[config.mk]
export PLATFORM = sky130hd
export DESIGN_NAME = srb_bridge
export DESIGN_NICKNAME = d
export VERILOG_FILES = /design/src/rtl/srb_pkg.sv /design/src/rtl/srb_sync.sv /design/src/rtl/srb_shift.sv /design/src/rtl/srb_ctrl.sv /design/src/rtl/srb_tx.sv /design/src/rtl/srb_bridge.sv
export SDC_FILE = /design/constraint.sdc
export NUM_CORES = 1
export LEC_CHECK = 0
export ABC_AREA = 1
export BUFFER_PORTS_ARGS = -buffer_cell sky130_fd_sc_hd__buf_2
export CELL_PAD_IN_SITES_DETAIL_PLACEMENT = 1
export CELL_PAD_IN_SITES_GLOBAL_PLACEMENT = 1
export CORE_ASPECT_RATIO = 1.1
export CORE_MARGIN = 4
export CORE_UTILIZATION = 30
export DETAILED_ROUTE_END_ITERATION = 8
export PLACE_DENSITY = 0.62
export SYNTH_ARGS = -nofsm -noshare
export SYNTH_HDL_FRONTEND = slang
export SYNTH_HIERARCHICAL = 1
export SYNTH_SLANG_ARGS = --single-unit
[constraint.sdc]
create_clock -name clk -period 1.7 [get_ports clk]
set_input_delay 0.34 -clock clk [delete_from_list [all_inputs] [get_ports clk]]
set_output_delay 0.34 -clock clk [all_outputs]
set_load 0.05 [all_outputs]
[src/rtl/srb_pkg.sv]
package srb_pkg;
   localparam int CMD_W = 8;
   typedef struct packed {
      logic [2:0] blk;
      logic       wr;
      logic [3:0] sub;
   } srb_cmd_t;
endpackage

[src/rtl/srb_sync.sv]
module srb_sync #(
   parameter int STAGES = 2
) (
   input  logic clk,
   input  logic rst_n,
   input  logic sclk_i,
   input  logic cs_n_i,
   input  logic mosi_i,
   output logic sclk_rise,
   output logic sclk_fall,
   output logic cs_act,
   output logic mosi_s
);
   localparam logic [2:0] RST_VAL = 3'b010;
   localparam int LAST = STAGES - 1;

   logic [2:0] stg [STAGES];
   logic       sclk_d;

   for (genvar g = 0; g < STAGES; g++) begin : g_stage
      if (g == 0) begin : g_first
         always_ff @(posedge clk or negedge rst_n) begin
            if (!rst_n) stg[g] <= RST_VAL;
            else        stg[g] <= {sclk_i, cs_n_i, mosi_i};
         end
      end else begin : g_next
         always_ff @(posedge clk or negedge rst_n) begin
            if (!rst_n) stg[g] <= RST_VAL;
            else        stg[g] <= stg[g-1];
         end
      end
   end

   always_ff @(posedge clk or negedge rst_n) begin
      if (!rst_n) sclk_d <= 1'b0;
      else        sclk_d <= stg[LAST][2];
   end

   assign sclk_rise = stg[LAST][2] & ~sclk_d;
   assign sclk_fall = ~stg[LAST][2] & sclk_d;
   assign cs_act    = ~stg[LAST][1];
   assign mosi_s    = stg[LAST][0];
endmodule

[src/rtl/srb_shift.sv]
module srb_shift #(
   parameter int UNIT_W = 8
) (
   input  logic              clk,
   input  logic              rst_n,
   input  logic              cs_act,
   input  logic              sclk_rise,
   input  logic              mosi_s,
   output logic              unit_vld,
   output logic [UNIT_W-1:0] unit_q
);
   localparam int CNT_W = $clog2(UNIT_W);
   localparam logic [CNT_W-1:0] CNT_LAST = CNT_W'(UNIT_W - 1);

   logic [CNT_W-1:0]  bit_cnt;
   logic [UNIT_W-2:0] sh;

   always_ff @(posedge clk or negedge rst_n) begin
      if (!rst_n) begin
         bit_cnt  <= '0;
         sh       <= '0;
         unit_vld <= 1'b0;
         unit_q   <= '0;
      end else begin
         unit_vld <= 1'b0;
         if (!cs_act) begin
            bit_cnt <= '0;
         end else if (sclk_rise) begin
            sh <= {sh[UNIT_W-3:0], mosi_s};
            if (bit_cnt == CNT_LAST) begin
               bit_cnt  <= '0;
               unit_vld <= 1'b1;
               unit_q   <= {sh, mosi_s};
            end else begin
               bit_cnt <= bit_cnt + 1'b1;
            end
         end
      end
   end
endmodule

[src/rtl/srb_ctrl.sv]
module srb_ctrl
   import srb_pkg::*;
#(
   parameter int BLK_W  = 3,
   parameter int SUB_W  = 4,
   parameter int REG_W  = 8,
   parameter int DATA_W = 32,
   parameter int PAD_N  = 2
) (
   input  logic                         clk,
   input  logic                         rst_n,
   input  logic                         cs_act,
   input  logic                         unit_vld,
   input  logic [CMD_W-1:0]             unit_q,
   output logic [BLK_W+SUB_W+REG_W-1:0] addr,
   output logic [DATA_W-1:0]            wdata,
   output logic                         we,
   output logic                         re,
   output logic                         tx_arm
);
   localparam int DB       = DATA_W / 8;
   localparam int WR_LAST  = 2 + DB - 1;
   localparam int RD_PAD0  = 2;
   localparam int RD_ARM   = 2 + PAD_N - 1;
   localparam int FRM_MAX  = 2 + PAD_N + DB;
   localparam int IDX_W    = $clog2(FRM_MAX + 1);

   logic [IDX_W-1:0]  idx;
   logic [CMD_W-1:0]  cmd_q;
   logic [REG_W-1:0]  reg_q;
   logic [DATA_W-1:0] data_sh;
   logic              is_wr;

   assign is_wr = cmd_q[SUB_W];
   assign addr  = {cmd_q[CMD_W-1 -: BLK_W], cmd_q[SUB_W-1:0], reg_q};

   always_ff @(posedge clk or negedge rst_n) begin
      if (!rst_n) begin
         idx     <= '0;
         cmd_q   <= '0;
         reg_q   <= '0;
         data_sh <= '0;
         wdata   <= '0;
         we      <= 1'b0;
         re      <= 1'b0;
         tx_arm  <= 1'b0;
      end else begin
         we <= 1'b0;
         re <= 1'b0;
         if (!cs_act) begin
            idx    <= '0;
            tx_arm <= 1'b0;
         end else if (unit_vld) begin
            if (idx != IDX_W'(FRM_MAX)) idx <= idx + 1'b1;
            if (idx == IDX_W'(0)) cmd_q <= unit_q;
            if (idx == IDX_W'(1)) reg_q <= unit_q[REG_W-1:0];
            if (is_wr && idx >= IDX_W'(2) && idx <= IDX_W'(WR_LAST)) begin
               data_sh <= {data_sh[DATA_W-9:0], unit_q};
               if (idx == IDX_W'(WR_LAST)) begin
                  wdata <= {data_sh[DATA_W-9:0], unit_q};
                  we    <= 1'b1;
               end
            end
            if (!is_wr && idx == IDX_W'(RD_PAD0)) re     <= 1'b1;
            if (!is_wr && idx == IDX_W'(RD_ARM))  tx_arm <= 1'b1;
         end
      end
   end
endmodule

[src/rtl/srb_tx.sv]
module srb_tx #(
   parameter int DATA_W = 32
) (
   input  logic              clk,
   input  logic              rst_n,
   input  logic              cs_act,
   input  logic              sclk_fall,
   input  logic              load,
   input  logic [DATA_W-1:0] load_data,
   input  logic              arm,
   output logic              miso,
   output logic              miso_oe
);
   logic [DATA_W-1:0] tx_sr;
   logic              miso_q;

   always_ff @(posedge clk or negedge rst_n) begin
      if (!rst_n) begin
         tx_sr  <= '0;
         miso_q <= 1'b0;
      end else begin
         if (!cs_act) begin
            miso_q <= 1'b0;
            tx_sr  <= '0;
         end else if (load) begin
            tx_sr <= load_data;
         end else if (sclk_fall && arm) begin
            miso_q <= tx_sr[DATA_W-1];
            tx_sr  <= {tx_sr[DATA_W-2:0], 1'b0};
         end
      end
   end

   assign miso    = miso_q & cs_act;
   assign miso_oe = cs_act;
endmodule

[src/rtl/srb_bridge.sv]
module srb_bridge
   import srb_pkg::*;
#(
   parameter int BLK_W       = 3,
   parameter int SUB_W       = 4,
   parameter int REG_W       = 8,
   parameter int DATA_W      = 32,
   parameter int PAD_N       = 2,
   parameter int SYNC_STAGES = 2,
   localparam int ADDR_W     = BLK_W + SUB_W + REG_W
) (
   input  logic              clk,
   input  logic              rst_n,
   input  logic              spi_sclk,
   input  logic              spi_cs_n,
   input  logic              spi_mosi,
   output logic              spi_miso,
   output logic              spi_miso_oe,
   output logic [ADDR_W-1:0] reg_addr,
   output logic [DATA_W-1:0] reg_wdata,
   output logic              reg_we,
   output logic              reg_re,
   input  logic [DATA_W-1:0] reg_rdata
);
   if (BLK_W + 1 + SUB_W != CMD_W) begin : g_bad_cmd
      $error("command fields must fill one byte");
   end
   if (REG_W > CMD_W || REG_W < 1) begin : g_bad_reg
      $error("register number must fit one byte");
   end
   if (DATA_W % 8 != 0 || DATA_W < 16) begin : g_bad_data
      $error("data width must be whole bytes, at least two");
   end
   if (PAD_N < 1) begin : g_bad_pad
      $error("at least one padding byte is needed");
   end
   if (SYNC_STAGES < 2) begin : g_bad_sync
      $error("synchronizer needs two stages or more");
   end

   logic             sclk_rise;
   logic             sclk_fall;
   logic             cs_act;
   logic             mosi_s;
   logic             unit_vld;
   logic [CMD_W-1:0] unit_q;
   logic             tx_arm;

   srb_sync #(.STAGES(SYNC_STAGES)) u_sync (
      .clk       (clk),
      .rst_n     (rst_n),
      .sclk_i    (spi_sclk),
      .cs_n_i    (spi_cs_n),
      .mosi_i    (spi_mosi),
      .sclk_rise (sclk_rise),
      .sclk_fall (sclk_fall),
      .cs_act    (cs_act),
      .mosi_s    (mosi_s)
   );

   srb_shift #(.UNIT_W(CMD_W)) u_shift (
      .clk       (clk),
      .rst_n     (rst_n),
      .cs_act    (cs_act),
      .sclk_rise (sclk_rise),
      .mosi_s    (mosi_s),
      .unit_vld  (unit_vld),
      .unit_q    (unit_q)
   );

   srb_ctrl #(
      .BLK_W  (BLK_W),
      .SUB_W  (SUB_W),
      .REG_W  (REG_W),
      .DATA_W (DATA_W),
      .PAD_N  (PAD_N)
   ) u_ctrl (
      .clk      (clk),
      .rst_n    (rst_n),
      .cs_act   (cs_act),
      .unit_vld (unit_vld),
      .unit_q   (unit_q),
      .addr     (reg_addr),
      .wdata    (reg_wdata),
      .we       (reg_we),
      .re       (reg_re),
      .tx_arm   (tx_arm)
   );

   srb_tx #(.DATA_W(DATA_W)) u_tx (
      .clk       (clk),
      .rst_n     (rst_n),
      .cs_act    (cs_act),
      .sclk_fall (sclk_fall),
      .load      (reg_re),
      .load_data (reg_rdata),
      .arm       (tx_arm),
      .miso      (spi_miso),
      .miso_oe   (spi_miso_oe)
   );
endmodule

==> impl_metrics.toml <==
[clock_tree]
cts_tree = "built"
cts_root_buf = "clkbuf_16"
cts_sinks = 138
clk_pin_slew_ns = 0.06
clk_path_buf_depth = 2
ctsHtreeMaxLevel = 4
clkLatencyLatePin_ns = 0.42
cts_made_buffers = 17

[route]
drtIter0Drc = 265
vias = 5151
viasPerCell = 4.85
drt_first_pass_iters = 4
wire_per_inst_um = 16.0
wl_um = 17000
final_antenna_net_count = 0
drc = 0

[critical_path]
crit_end = "spi_miso_oe"
r2r_cells = 8
cp_num_cells = 3
path_class = "reg -> out"
crit_required_ns = 1.36
cpLargestDelayFamily = "flip-flops"
cpMostUsedCell = "buf_6"
cp_cell_sequence = "inv_4, buf_6, buf_6"
cpMaxStageDelayCell = "dfstp_2"
critPathLaunch = "u_sync/stg[1]$_DFF_PN1_"
worstReg2RegStart = "u_ctrl/idx[0]$_DFFE_PN0P_"
r2r-end = "u_ctrl/wdata[23]$_DFFE_PN0P_"
worst_ep_arrival_time_ns = 1.31
regToRegSetupSlack_ns = 0.08
endpoint_kind = "output port"
critPathMaxStageDelay_ns = 0.54
start_kind = "register"
cp_num_buf_inv = 3
crit_fanout = 8

[global_route]
grt_busiest_layer = "met2"
track_usage = 0.154
grt.met3_usage = 0.0333
gr-usage-met2 = 0.253
global_route.usage.met1 = 0.203
grt_max_degree = 57
overflow = 0
grt_pass1_wl_um = 28100
grt_pass1_vias = 5458
antenna_found_initial = 0

[place]
port_buffers = 87
place.gp.congestion = 0.756
dp_hpwl_um = 11400

[power_and_ir_drop]
power_density_mw_per_mm2 = 976
p_total_mw = 7.40
leakage_nw = 4.22
ir_drop_v = 0.000692

[logic_synthesis]
synth_fp_nets = 759
synth-seq-cells = 138
yosysUniqueCellTypes = 26
synth_area_mm2 = 0.00617
yosys_warnings = 6
yosysSeqAreaShare = 0.560
netlist_instances = 715
synth_area_per_cell_um2 = 8.63

[timing]
worst_pin_slew_ns = 0.472
period_needed_ns = 1.65
tns_ns = 0
fmax_mhz = 607
post-route-period-util = 0.968
maxSlewHeadroom = 0.685
maxSlewViolCount = 0
skew_ns = 0.00689
hold_violations = 0
setup_viol = 0

[outcome]
status = "finished, final reports clean"

[floorplanning]
die_w_um = 145
start_util = 0.308
fp-row-count = 54
fp.coreArea_mm2 = 0.0201
pin_count = 88
die_area_mm2 = 0.0229
die_y_um = 158

[min_path]
min_path_type = "in -> reg"

[finish]
final_nets = 844
n_antenna_cell = 0
drive_gt1_frac = 0.207
areaGrowthSynthToFinish_pct = 22.9

[job]
drv_cap = 0
==> cell type report <==
type / count / area [um^2]
Clock buffer: 21 / 480
Fill cell: 2353 / 12500
Multi-Input combinational cell: 497 / 2250
Tap cell: 252 / 315
Clock inverter: 9 / 120
Timing Repair Buffer: 119 / 842
Sequential cell: 138 / 3460
Inverter: 27 / 114
==> layer usage <==
| layer | routed length (um) | vias up |
|---|---|---|
| li1 | - | 2477 |
| met1 | 7730 | 2574 |
| met2 | 8430 | 79 |
| met3 | 520 | 21 |
| met4 | 303 | 0 |
| met5 | 0 | - |
==> where the power goes <==
part | internal, mW | switching (mW) | leakage (nW)
Sequential | 3.34 | 0.0375 | 1.90
Combinational | 0.0875 | 0.171 | 2.01
Clock | 2.43 | 1.34 | 0.304
Total | 5.85 | 1.55 | 4.22
==> worst reg2reg max path: stages (launching register included) <==
cell and delay [ns]:
dfrtp_1 0.43, inv_2 0.12, ha_1 0.20, nor2_2 0.06, a21oi_4 0.20, buf_4 0.16, clkbuf_16 0.19, nand3_1 0.12
nand2_1 0.08
==> stage by stage <==
| stage | std cells | instance area, um^2 | setup WS (ns) | util | hold WS (ns) |
|---|---|---|---|---|---|
| final | 1063 | 7580 | 0.0537 | 0.378 | 0.0465 |
| after detailed placement | 1023 | 6840 | 0.0404 | 0.341 | 0.309 |
| after global placement | 1023 | 6840 | 0.137 | 0.341 | 0.311 |
| after floorplan | 715 | 6170 | 0.00370 | - | 0.0444 |
| after global routing | 1063 | 7580 | -0.0245 | 0.378 | 0.0254 |
| after CTS | 1056 | 7500 | 0.00289 | 0.374 | 0.0264 |
==> Yosys cell counts <==
| master | n | area share |
|---|---|---|
| nand3_1 | 95 | 0.077 |
| nor2_2 | 1 | 0.0010 |
| clkbuf_4 | 1 | 0.0012 |
| inv_1 | 22 | 0.013 |
| nand2_1 | 317 | 0.19 |
| a21oi_2 | 1 | 0.0014 |
| o21ai_1 | 17 | 0.014 |
| buf_4 | 24 | 0.029 |
| inv_2 | 4 | 0.0024 |
| inv_8 | 1 | 0.0018 |
| clkbuf_1 | 4 | 0.0024 |
| nor2_4 | 1 | 0.0018 |
| buf_6 | 8 | 0.015 |
| nand4_1 | 41 | 0.042 |
| dfrtp_1 | 136 | 0.55 |
| nor2_1 | 5 | 0.0030 |
| a21oi_1 | 1 | 0.00081 |
| buf_2 | 16 | 0.013 |
| ha_1 | 7 | 0.014 |
| nand3_2 | 1 | 0.0016 |
| nand3_4 | 2 | 0.0057 |
| dfstp_2 | 2 | 0.0085 |
| o21ai_0 | 4 | 0.0032 |
| nand2_2 | 2 | 0.0020 |
| nor3_1 | 1 | 0.00081 |
| o31ai_1 | 1 | 0.0012 |
==> cells by family after synthesis <==
family,count (synthesis),synth area share
AO/OA/AOI/OAI,24,0.0205
adder cells (fa/ha/maj),7,0.0142
buffers and inverters,80,0.0780
flip-flops,138,0.560
AND/OR/NAND/NOR,466,0.327
==> repair_timing <==
item / in CTS / in global routing
pin swaps: 0 / 1
setup buffers: 0 / 6
hold endpoints to repair: 40 / 0
cloned: 0 / 1
setup endpoints to repair: 3 / 42
resized for setup: 8 / 7
hold buffers: 3 / 0
==> worst min path at each step <==
stage                   from                          end  slack [ns]  cells past startpoint
CTS                 spi_sclk      u_sync/stg[5]$_DFF_PN0_        0.03                      1
global placement       rst_n   u_tx/tx_sr[26]$_DFFE_PN0P_        0.31                      1
detailed placement     rst_n   u_tx/tx_sr[27]$_DFFE_PN0P_        0.31                      1
global route        spi_sclk      u_sync/stg[5]$_DFF_PN0_        0.03                      1
floorplan              rst_n  u_ctrl/cmd_q[0]$_DFFE_PN0P_        0.04                      0
finish              spi_sclk      u_sync/stg[5]$_DFF_PN0_        0.05                      1
==> flip-flops by register name, summed over array words and instances (netlist names), 3 cells and up <==
register,cells
u_ctrl/wdata,32
u_tx/tx_sr,32
u_ctrl/data_sh,24
u_ctrl/cmd_q,8
u_ctrl/reg_q,8
u_shift/unit_q,8
u_shift/sh,7
u_sync/stg,5
u_ctrl/idx,4
u_shift/bit_cnt,3
==> placed cells by master, fill, tap and decap left out, types with 3 or more instances in the layout <==
master           n
dlygate4sd3_1    3
buf_4           18
nand2_1        316
buf_12           9
nor2_1           4
buf_2           83
ha_1             6
clkbuf_8         4
nand3_1         94
inv_2            4
bufinv_16        3
dfrtp_1        135
clkbuf_16       18
o21ai_1         17
nand2_2          3
inv_1           20
buf_6            5
clkinv_2         6
o21ai_0          4
nand4_1         41
(Power assumes the default switching activity.)
